**src/rtl/lcdb_pkg.sv**
```systemverilog
package lcdb_pkg;

    typedef enum logic [1:0] {
        ST_CLEAR,
        ST_IDLE,
        ST_BUSY,
        ST_FETCH
    } lcdb_state_t;

    typedef enum logic [2:0] {
        ACC_NONE,
        ACC_CMD_WR,
        ACC_DAT_WR,
        ACC_STAT_RD,
        ACC_DAT_RD
    } lcdb_acc_t;

endpackage

```
**src/rtl/lcdb_pin_sync.sv**
```systemverilog
module lcdb_pin_sync #(
    parameter int unsigned WIDTH  = 13,
    parameter int unsigned STAGES = 2
) (
    input  logic             clk,
    input  logic [WIDTH-1:0] d,
    output logic [WIDTH-1:0] q
);
    logic [WIDTH-1:0] stage_q [STAGES];

    always_ff @(posedge clk) begin
        stage_q[0] <= d;
        for (int i = 1; i < STAGES; i++) begin
            stage_q[i] <= stage_q[i-1];
        end
    end

    assign q = stage_q[STAGES-1];
endmodule

```
**src/rtl/lcdb_rst_filter.sv**
```systemverilog
module lcdb_rst_filter #(
    parameter int unsigned MIN_CYC = 1250
) (
    input  logic clk,
    input  logic rst_n_s,
    output logic clr
);
    localparam int unsigned CW = $clog2(MIN_CYC + 1);

    logic [CW-1:0] low_cnt;

    assign clr = (low_cnt == CW'(MIN_CYC));

    // counts consecutive low samples, saturating at the qualifying width
    always_ff @(posedge clk) begin
        if (rst_n_s) begin
            low_cnt <= '0;
        end else if (!clr) begin
            low_cnt <= low_cnt + 1'b1;
        end
    end
endmodule

```
**src/rtl/lcdb_access_decode.sv**
```systemverilog
module lcdb_access_decode
    import lcdb_pkg::*;
(
    input  logic      ce,
    input  logic      dc,
    input  logic      rw,
    input  logic      fall,
    output lcdb_acc_t acc
);
    always_comb begin
        acc = ACC_NONE;
        if (fall && ce) begin
            unique case ({dc, rw})
                2'b00: acc = ACC_CMD_WR;
                2'b10: acc = ACC_DAT_WR;
                2'b01: acc = ACC_STAT_RD;
                2'b11: acc = ACC_DAT_RD;
            endcase
        end
    end
endmodule

```
**src/rtl/lcdb_read_mux.sv**
```systemverilog
module lcdb_read_mux #(
    parameter int unsigned DW = 8
) (
    input  logic          ce,
    input  logic          rw,
    input  logic          dc,
    input  logic          busy,
    input  logic [DW-1:0] fetched,
    output logic          oe,
    output logic [DW-1:0] dout
);
    logic [DW-1:0] status_byte;

    assign status_byte = {busy, {(DW-1){1'b0}}};
    assign oe          = ce & rw;
    assign dout        = dc ? fetched : status_byte;
endmodule

```
**src/rtl/lcd_host_bus_if.sv**
```systemverilog
module lcd_host_bus_if
    import lcdb_pkg::*;
#(
    parameter int unsigned DW          = 8,
    parameter int unsigned SYNC_STAGES = 2,
    parameter int unsigned BUSY_CYC    = 8,
    parameter int unsigned RST_MIN_CYC = 1250
) (
    input  logic          clk,
    input  logic          bus_rst_n,
    input  logic          bus_ce,
    input  logic          bus_dc,
    input  logic          bus_rw,
    input  logic          bus_strobe,
    input  logic [DW-1:0] bus_din,
    output logic [DW-1:0] bus_dout,
    output logic          bus_oe,
    output logic          cmd_valid,
    output logic [DW-1:0] cmd_byte,
    output logic          ram_wr_valid,
    output logic [DW-1:0] ram_wr_byte,
    output logic          ram_rd_req,
    input  logic [DW-1:0] ram_rdata
);
    localparam int unsigned SYNC_W = DW + 5;
    localparam int unsigned BCW    = $clog2(BUSY_CYC + 1);

    logic [SYNC_W-1:0] pins_raw;
    logic [SYNC_W-1:0] pins_s;
    logic              rst_n_s;
    logic              ce_s;
    logic              dc_s;
    logic              rw_s;
    logic              strobe_s;
    logic [DW-1:0]     din_s;
    logic              strobe_q;
    logic              fall;
    logic              clr;
    lcdb_acc_t         acc;
    lcdb_state_t       state;
    lcdb_state_t       state_nx;
    logic [BCW-1:0]    busy_cnt;
    logic [BCW-1:0]    busy_cnt_nx;
    logic              accept;
    logic              busy;
    logic [DW-1:0]     fetched_q;

    // ---------------- pin synchronization ----------------
    assign pins_raw = {bus_rst_n, bus_ce, bus_dc, bus_rw, bus_strobe, bus_din};

    lcdb_pin_sync #(
        .WIDTH (SYNC_W),
        .STAGES(SYNC_STAGES)
    ) u_sync (
        .clk(clk),
        .d  (pins_raw),
        .q  (pins_s)
    );

    assign rst_n_s  = pins_s[DW+4];
    assign ce_s     = pins_s[DW+3];
    assign dc_s     = pins_s[DW+2];
    assign rw_s     = pins_s[DW+1];
    assign strobe_s = pins_s[DW];
    assign din_s    = pins_s[DW-1:0];

    always_ff @(posedge clk) begin
        strobe_q <= strobe_s;
    end

    assign fall = strobe_q & ~strobe_s;

    lcdb_rst_filter #(
        .MIN_CYC(RST_MIN_CYC)
    ) u_rst (
        .clk    (clk),
        .rst_n_s(rst_n_s),
        .clr    (clr)
    );

    lcdb_access_decode u_dec (
        .ce  (ce_s),
        .dc  (dc_s),
        .rw  (rw_s),
        .fall(fall),
        .acc (acc)
    );

    // ---------------- state register ----------------
    always_ff @(posedge clk) begin
        if (clr) begin
            state    <= ST_CLEAR;
            busy_cnt <= '0;
        end else begin
            state    <= state_nx;
            busy_cnt <= busy_cnt_nx;
        end
    end

    // ---------------- next state ----------------
    always_comb begin
        state_nx    = state;
        busy_cnt_nx = busy_cnt;
        unique case (state)
            ST_CLEAR: begin
                state_nx = ST_IDLE;
            end
            ST_IDLE: begin
                if (acc == ACC_CMD_WR || acc == ACC_DAT_WR) begin
                    state_nx    = ST_BUSY;
                    busy_cnt_nx = BCW'(BUSY_CYC - 1);
                end else if (acc == ACC_DAT_RD) begin
                    state_nx = ST_FETCH;
                end
            end
            ST_BUSY: begin
                if (busy_cnt == '0) begin
                    state_nx = ST_IDLE;
                end else begin
                    busy_cnt_nx = busy_cnt - 1'b1;
                end
            end
            ST_FETCH: begin
                state_nx = ST_IDLE;
            end
        endcase
    end

    assign accept = (state == ST_IDLE);
    assign busy   = (state == ST_BUSY) || (state == ST_CLEAR);

    // ---------------- registered outputs ----------------
    always_ff @(posedge clk) begin
        if (clr) begin
            cmd_valid    <= 1'b0;
            cmd_byte     <= '0;
            ram_wr_valid <= 1'b0;
            ram_wr_byte  <= '0;
            ram_rd_req   <= 1'b0;
            fetched_q    <= '0;
        end else begin
            cmd_valid    <= accept && (acc == ACC_CMD_WR);
            ram_wr_valid <= accept && (acc == ACC_DAT_WR);
            ram_rd_req   <= accept && (acc == ACC_DAT_RD);
            if (accept && acc == ACC_CMD_WR) begin
                cmd_byte <= din_s;
            end
            if (accept && acc == ACC_DAT_WR) begin
                ram_wr_byte <= din_s;
            end
            if (state == ST_FETCH) begin
                fetched_q <= ram_rdata;
            end
        end
    end

    lcdb_read_mux #(
        .DW(DW)
    ) u_rmux (
        .ce     (ce_s),
        .rw     (rw_s),
        .dc     (dc_s),
        .busy   (busy),
        .fetched(fetched_q),
        .oe     (bus_oe),
        .dout   (bus_dout)
    );
endmodule

```
**config.mk**
```make
export PLATFORM = sky130hd
export DESIGN_NAME = lcd_host_bus_if
export DESIGN_NICKNAME = d
export VERILOG_FILES = /design/src/rtl/lcdb_pkg.sv /design/src/rtl/lcdb_pin_sync.sv /design/src/rtl/lcdb_rst_filter.sv /design/src/rtl/lcdb_access_decode.sv /design/src/rtl/lcdb_read_mux.sv /design/src/rtl/lcd_host_bus_if.sv
export SDC_FILE = /design/constraint.sdc
export NUM_CORES = 1
export LEC_CHECK = 0
export BUFFER_PORTS_ARGS = -buffer_cell sky130_fd_sc_hd__buf_4
export CAP_MARGIN = 0
export CORE_MARGIN = 8
export CORE_UTILIZATION = 53
export DETAILED_ROUTE_END_ITERATION = 10
export GPL_ROUTABILITY_DRIVEN = 0
export HOLD_SLACK_MARGIN = 0.1
export PLACE_DENSITY = 0.84
export SLEW_MARGIN = 40
export SYNTH_ARGS = -nofsm -noshare
export SYNTH_HDL_FRONTEND = slang
export SYNTH_SLANG_ARGS = --single-unit
```
**constraint.sdc**
```tcl
create_clock -name clk -period 2.1 [get_ports clk]
set_input_delay 0.42 -clock clk [delete_from_list [all_inputs] [get_ports clk]]
set_output_delay 0.42 -clock clk [all_outputs]
set_load 0.005 [all_outputs]
```
==> results.py, run 1 <==
metrics = {
    "floorplan": {
        "die_area_sq_um": 7246,
        "site_rows": 25,
        "floorplan.initialDensity_pct": 54.34,
        "die_y_um": 85.13,
        "die_w_um": 85.13,
        "core_area_sq_um": 4661,
        "io-pin-count": 50,
    },
    "timing": {
        "maxClockFrequency_mhz": 519.7,
        "tmin_final_ps": 1924,
        "worst_path_setup_slack_after_routing_ps": 175.8,
        "totalNegativeSetupSlack_ps": 0,
        "maxSlewViolCount": 0,
        "worst-slew-pin-transition_ps": 540.9,
        "finalClockSkew_ps": 6.836,
        "finalHoldViolCount": 0,
        "final_setup_violation_count": 0,
        "fin_crit_sh_pct": 91.63,
        "timing.max_slew.rel_slack_pct": 63.94,
        "rsz0062_at_grt": "no",
    },
    "critical_path": {
        "timing.critical_path.cells": "inv_1 -> ha_1 -> nor2_1 -> o21ai_0 -> buf_4",
        "cpPeakStageDelay_ps": 410,
        "reg2reg_setup_slack_ps": 200,
        "crit_slowest_cell": "dfxtp_1",
        "path_max_fanout": 6,
        "setup.worst_path.start_class": "flip-flop",
        "crit_arrival_ps": 1500,
        "crit_path_end_kind": "output port",
        "timing.critical_path.required_ps": 1680,
        "worstSetupPathType": "flip-flop to output port",
    },
    "clock_tree": {
        "cts.root.buffer_cell": "clkbuf_8",
        "worst_skew_pair.late_latency_ps": 340,
        "cts.clk_slew.worst_paths_ps": 80,
        "clock_tree.buffer_depth": 2,
        "cts_tree": "built",
        "cts_hold_buffers": 0,
        "cts.htree.levels": 3,
        "clock_net_sink_count": 71,
        "cts_inserted_buffers": 9,
    },
    "power": {
        "cellPowerDensity_nw_per_um2": 1135,
        "power.leakage_uw": 0.001451,
        "max-vdd-ir-drop_mv": 0.8487,
    },
    "cells_and_area": {
        "antenna-diode-count": 0,
        "finished_layout_cells": 356,
        "finalCoreUtilization_pct": 67.81,
        "post-route-cell-area_sq_um": 3161,
        "nets": 331,
        "layout-drive-gt1-share_pct": 24.83,
        "fillerInstances": 347,
        "syn_to_final_growth_pct": 24.80,
    },
    "route": {
        "remaining_drc_errors": 0,
        "drt_iter0_drc": 65,
        "routed_wl_mm": 4.929,
        "antenna_violating_nets_post_route": 0,
        "wl_per_cell_um": 13.85,
        "route.detailed.vias_per_inst": 5.154,
        "drt_pass1_iterations": 4,
        "vias_after_detailed_routing": 1835,
    },
    "synth": {
        "synth-seq-area-share_pct": 56.13,
        "syn_inst": 239,
        "synth_largest_type_area_fraction_pct": 56.13,
        "yosys.area_share.adder_pct": 5.929,
        "synth.cell_area_sq_um": 2532,
        "synth_area_leader_cell": "dfxtp_1",
        "synth_ff_type": "dfxtp_1",
        "synth_edf_count": 0,
        "synth-warning-count": 0,
        "ys_top_cells_by_area": "dfxtp_1 56%, mux2i_1 9.9%, ha_1 5.9%",
        "yosys-top-cells-count": "71 x dfxtp_1, 39 x nor2_1, 25 x mux2i_1",
        "synthArstFlopShare_pct": 0,
        "synth.most_common_cell": "dfxtp_1",
        "synth_compound_gate_area_share_pct": 4.694,
        "synthesis.area_per_instance_sq_um": 10.60,
        "muxShareOfSynthArea_pct": 9.881,
        "synth-xor-area-share_pct": 2.767,
        "synth-simple-area-share_pct": 17.69,
        "synth_seq_cells": 71,
        "synth.distinct_cells": 33,
        "synth_top_family_by_area": "simple AND/OR/NAND/NOR gates",
        "mappedNetlistNets": 273,
    },
    "grt": {
        "grt_first_pass_wirelength_mm": 8.659,
        "initial_antenna_violation_count": 0,
        "grt_pass1_vias": 1934,
        "grt_start_max_net_pins": 28,
        "all_layer_global_routing_usage_pct": 14.89,
        "global_route.overflow_total": 0,
    },
    "worst_hold_path": {
        "holdCritPathClass": "input port to flip-flop",
    },
    "flow_run": {
        "cap_violations": 0,
    },
    "placed_design": {
        "place_area_sq_um": 2979,
        "dpl_worst_slack_ps": 176.9,
        "detailed_place_hpwl_mm": 3.464,
        "numPlacedInstances": 340,
        "portBuffers": 49,
    },
    "run_status": {
        "status": "completed",
    },
}
==> placed cells by master (no fill, tap or decap), types with 2 or more instances in the layout <==
cell type	instances
or3_1	3
and2_1	8
nor2_1	39
dfxtp_1	71
inv_1	9
clkbuf_8	9
nand2b_1	2
xor2_1	4
nand3_1	5
a211oi_1	3
ha_1	12
nor3_1	8
clkinv_2	2
o31ai_1	2
nand4_1	3
nor2b_1	3
clkinv_4	2
nand2_1	6
a21oi_1	7
mux2i_1	25
buf_4	55
clkinvlp_4	3
o21ai_0	6
xnor2_1	4
==> power by group <==
group / internal, uW / total, uW / switching (uW)
sequential: 1610 / 1760 / 150
combinational: 493 / 893 / 400
clock: 427 / 936 / 509
total: 2530 / 3590 / 1060
==> state kept, by name, indices dropped and copies added, names as in the netlist <==
name            cells
busy_cnt            4
cmd_byte            8
cmd_valid           1
fetched_q           8
ram_rd_req          1
ram_wr_byte         8
ram_wr_valid        1
state               2
strobe_q            1
u_rst.low_cnt      11
u_sync.stage_q     26
==> path summary, 6_finish.rpt <==
path | depth (start not counted) | endpoint | startpoint
hold / removal | 1 | u_sync.stage_q[0][7] | bus_din[7]
setup / recovery | 5 | bus_dout[7] | state[0]
hold reg to reg | 0 | u_sync.stage_q[0][21] | u_sync.stage_q[0][8]
setup reg to reg | 6 | cmd_byte[6] | u_sync.stage_q[0][22]
==> logic make-up after synthesis <==
logic type                 after synthesis
and+or+nand+nor                         86
adders and majority gates               12
DFF                                     71
xor gates and xnor gates                 8
AOI/OAI and AO/OA                       20
buffers and inverters                   17
muxes                                   25
==> per-stage QoR <==
step	hold slack [ps]	total power (uW)
after global placement	309.8	2622
after detailed placement	313.2	2670
after CTS	167.9	3605
final	179.0	3589
after floorplan	309.6	2229
after global routing	162.0	3800
==> critical path: cells and delay by family (launching register included) <==
| kind | cells | cell delay (ps) |
|---|---|---|
| buf+inv | 2 | 250 |
| compound gates | 1 | 90 |
| flops | 1 | 410 |
| simple gates | 1 | 130 |
| fa+ha+maj | 1 | 280 |
==> metal layers <==
layer  GRT usage, %  up-vias  routed length (um)
met3          5.695        9                 316
met2          24.57       39                2342
met1          15.67      864                2164
li1               -      923                   -
met4          9.223        0                 106
met5              0        -                   0
==> area by class of cell <==
| type | count | area (sq um) | share of cell area, % |
|---|---|---|---|
| Clock inverter | 7 | 50.05 | 1.584 |
| Clock buffer | 9 | 123.9 | 3.919 |
| Tap cell | 54 | 67.56 | 2.138 |
| Sequential cell | 71 | 1421 | 44.97 |
| Inverter | 9 | 33.78 | 1.069 |
| Multi-Input combinational cell | 151 | 1051 | 33.25 |
| Timing Repair Buffer | 55 | 412.9 | 13.06 |
==> timing repair <==
action | 4_1_cts | 5_1_grt
gates resized for setup | 0 | 1
buffers inserted | 0 | 0
endpoints found under the hold margin | 0 | 0
endpoints found under the setup margin | 0 | 1
No activity file was read; power rests on OpenSTA's default activity.
==> run 2: changes to the inputs <==
CORE_ASPECT_RATIO = 0.6   (was unset)
CORE_UTILIZATION = 54   (was 53)
PLACE_DENSITY = 0.85   (was 0.84)
SYNTH_HIERARCHICAL = 1   (was unset)
==> run 2 against run 1 <==
  * Area after synthesis is 7.6% higher
  * Final area is 5.4% higher
  * Total power is 13% higher
  * Synthesized cell count is 15% higher
  * Worst hold slack better by 2.2 ps
  * Global-route usage is 0.14 points higher
  * First-iteration DRC count is 12% higher
  * Count of clock-buffer cells in the layout is 1 higher
  * Non-clock buffer count is 1 higher
  * Sequential power is 5% higher
  * Via count is 7.5% higher
  * Critical endpoint unchanged
  * Largest cell class unchanged
  * Highest routed layer unchanged
==> results.py, run 2 <==
metrics = {
    "floorplan": {
        "die_y_um": 71.03,
        "site_rows": 20,
        "io-pin-count": 50,
        "die_area_sq_um": 7650,
        "core_area_sq_um": 4955,
        "die_w_um": 107.7,
        "floorplan.initialDensity_pct": 55.00,
    },
    "synth": {
        "synth-seq-area-share_pct": 52.16,
        "synth_largest_type_area_fraction_pct": 52.16,
        "synth.cell_area_sq_um": 2725,
        "syn_inst": 274,
        "synth.distinct_cells": 50,
        "synthesis.area_per_instance_sq_um": 9.946,
        "synth_area_leader_cell": "dfxtp_1",
        "synth.most_common_cell": "dfxtp_1",
        "synth-warning-count": 6,
        "synth_seq_cells": 71,
        "synthArstFlopShare_pct": 0,
        "synth_edf_count": 0,
        "yosys-top-cells-count": "71 x dfxtp_1, 36 x nand2_1, 23 x a21oi_1",
        "synth_ff_type": "dfxtp_1",
        "mappedNetlistNets": 306,
        "ys_top_cells_by_area": "dfxtp_1 52%, nand2_1 5.0%, buf_4 4.7%",
    },
    "clock_tree": {
        "cts_tree": "built",
        "cts.htree.levels": 3,
        "worst_skew_pair.late_latency_ps": 340,
        "cts.root.buffer_cell": "clkbuf_8",
        "cts_inserted_buffers": 9,
        "clock_net_sink_count": 71,
        "cts.clk_slew.worst_paths_ps": 70,
        "clock_tree.buffer_depth": 2,
        "cts_hold_buffers": 0,
    },
    "route": {
        "vias_after_detailed_routing": 1973,
        "drt_iter0_drc": 73,
        "remaining_drc_errors": 0,
        "routed_wl_mm": 5.578,
        "drt_pass1_iterations": 4,
        "route.detailed.vias_per_inst": 5.085,
        "antenna_violating_nets_post_route": 0,
        "wl_per_cell_um": 14.38,
    },
    "critical_path": {
        "worstSetupPathType": "flip-flop to output port",
        "worst_r2r_path_depth": 7,
        "crit_path_end_kind": "output port",
        "path_max_fanout": 3,
        "timing.critical_path.required_ps": 1680,
        "timing.critical_path.from": "state[0]",
        "reg2reg_from": "u_sync/stage_q[0][22]",
        "setup.worst_path.start_class": "flip-flop",
        "crit_arrival_ps": 1610,
    },
    "cells_and_area": {
        "layout-drive-gt1-share_pct": 31.37,
        "layout.cells.most_common": "dfxtp_1",
        "finalCoreUtilization_pct": 67.22,
        "layout_common_cells": "69 x dfxtp_1, 55 x buf_4, 36 x nand2_1",
        "reg_top3": "u_sync/stage_q (26), u_rst/low_cnt (11)",
        "syn_to_final_growth_pct": 22.22,
        "nets": 350,
        "fillerInstances": 394,
        "antenna-diode-count": 0,
        "max_reg_flops": 26,
        "most_flops_register": "u_sync/stage_q",
    },
    "flow_run": {
        "cap_violations": 0,
    },
    "timing": {
        "rsz0062_at_grt": "no",
        "worst_path_setup_slack_after_routing_ps": 68.93,
        "worst-slew-pin-transition_ps": 496.2,
        "tmin_final_ps": 2031,
        "totalNegativeSetupSlack_ps": 0,
        "maxClockFrequency_mhz": 492.4,
        "finalHoldViolCount": 0,
        "finalClockSkew_ps": 6.728,
        "fin_crit_sh_pct": 96.72,
        "timing.max_slew.rel_slack_pct": 66.92,
        "maxSlewViolCount": 0,
        "final_setup_violation_count": 0,
    },
    "power": {
        "max-vdd-ir-drop_mv": 0.8250,
        "power.leakage_uw": 0.001474,
        "cellPowerDensity_nw_per_um2": 1219,
    },
    "grt": {
        "global_route.overflow_total": 0,
        "grt_start_max_net_pins": 27,
        "grt_first_pass_wirelength_mm": 9.108,
        "grt_pass1_vias": 1957,
        "all_layer_global_routing_usage_pct": 15.03,
        "initial_antenna_violation_count": 0,
    },
    "run_status": {
        "status": "completed",
    },
    "placed_design": {
        "portBuffers": 49,
        "dpl_worst_slack_ps": 107.7,
        "detailed_place_hpwl_mm": 3.874,
    },
    "worst_hold_path": {
        "holdCritPathClass": "input port to flip-flop",
        "whs_path_depth": 1,
        "hold_path.startpoint": "bus_din[1]",
    },
}
-- run 2: changes by cell type after synthesis, sizes merged, moves of 3 or more --
cell	before	now
nor2	39	21
buf	6	20
nand3b	1	4
mux2i	25	8
nand2	6	36
mux2	0	5
o21ai	6	3
nor3	8	3
a21oi	7	24
-- run 2: worst max-delay path, cell delays in order, from the launching register on --
cell and delay, ps:
dfxtp_2 360, inv_2 70, ha_1 180, or2_2 270
mux2_4 260, buf_4 130
-- run 2: worst paths after layout --
path / end / slack [ps]
max: bus_dout[7] / 70
min: u_sync/stage_q[0][1] / 180
max reg2reg: state[0] / 130
min reg2reg: u_sync/stage_q[0][23] / 330
-- run 2: final cells by class --
cell class,count,area [sq um],area share (%)
Sequential cell,71,1426,42.83
Multi-Input combinational cell,169,1129,33.88
Timing Repair Buffer,56,432.9,13.00
Clock buffer,10,137.6,4.132
Tap cell,66,82.58,2.479
Clock inverter,5,81.33,2.442
Inverter,11,41.29,1.240
-- run 2: kinds of logic after synthesis --
group | Yosys count | synth area share, %
flip-flops | 71 | 52.16
XOR/XNOR | 4 | 1.286
AO/OA/AOI/OAI | 41 | 9.780
AND/OR/NAND/NOR | 101 | 19.88
multiplexers | 13 | 5.142
buffers and inverters | 34 | 7.162
adder cells (fa/ha/maj) | 10 | 4.591
-- run 2: layer usage --
metal,share of wire [%],GRT usage [%],vias to the layer above
met5,0,0,-
met4,1.0,4.281,0
met3,7.5,7.344,7
met2,47,24.95,57
met1,45,16.65,912
li1,-,-,997
-- run 2: per-stage QoR --
stage	area (sq um)	power [uW]	std cells	hold WS, ps
floorplan	2725	2399	274	309.6
global route	3331	4306	388	152.1
CTS	3309	4073	388	163.1
finish	3331	4060	388	181.2
global placement	3079	2833	372	310.8
detailed placement	3079	2886	372	312.8
-- run 2: what timing repair did --
action,CTS,global route
resized for setup,2,6
pin swaps,0,1
setup endpoints to repair,1,5
setup buffers,1,0
-- run 2: where the power goes --
group	leakage, uW	switching (uW)	internal, uW	total [uW]
clock network	0.000109	480	696	1180
registers	0.000592	175	1660	1840
logic	0.000773	450	599	1050
total	0.00147	1110	2960	4060
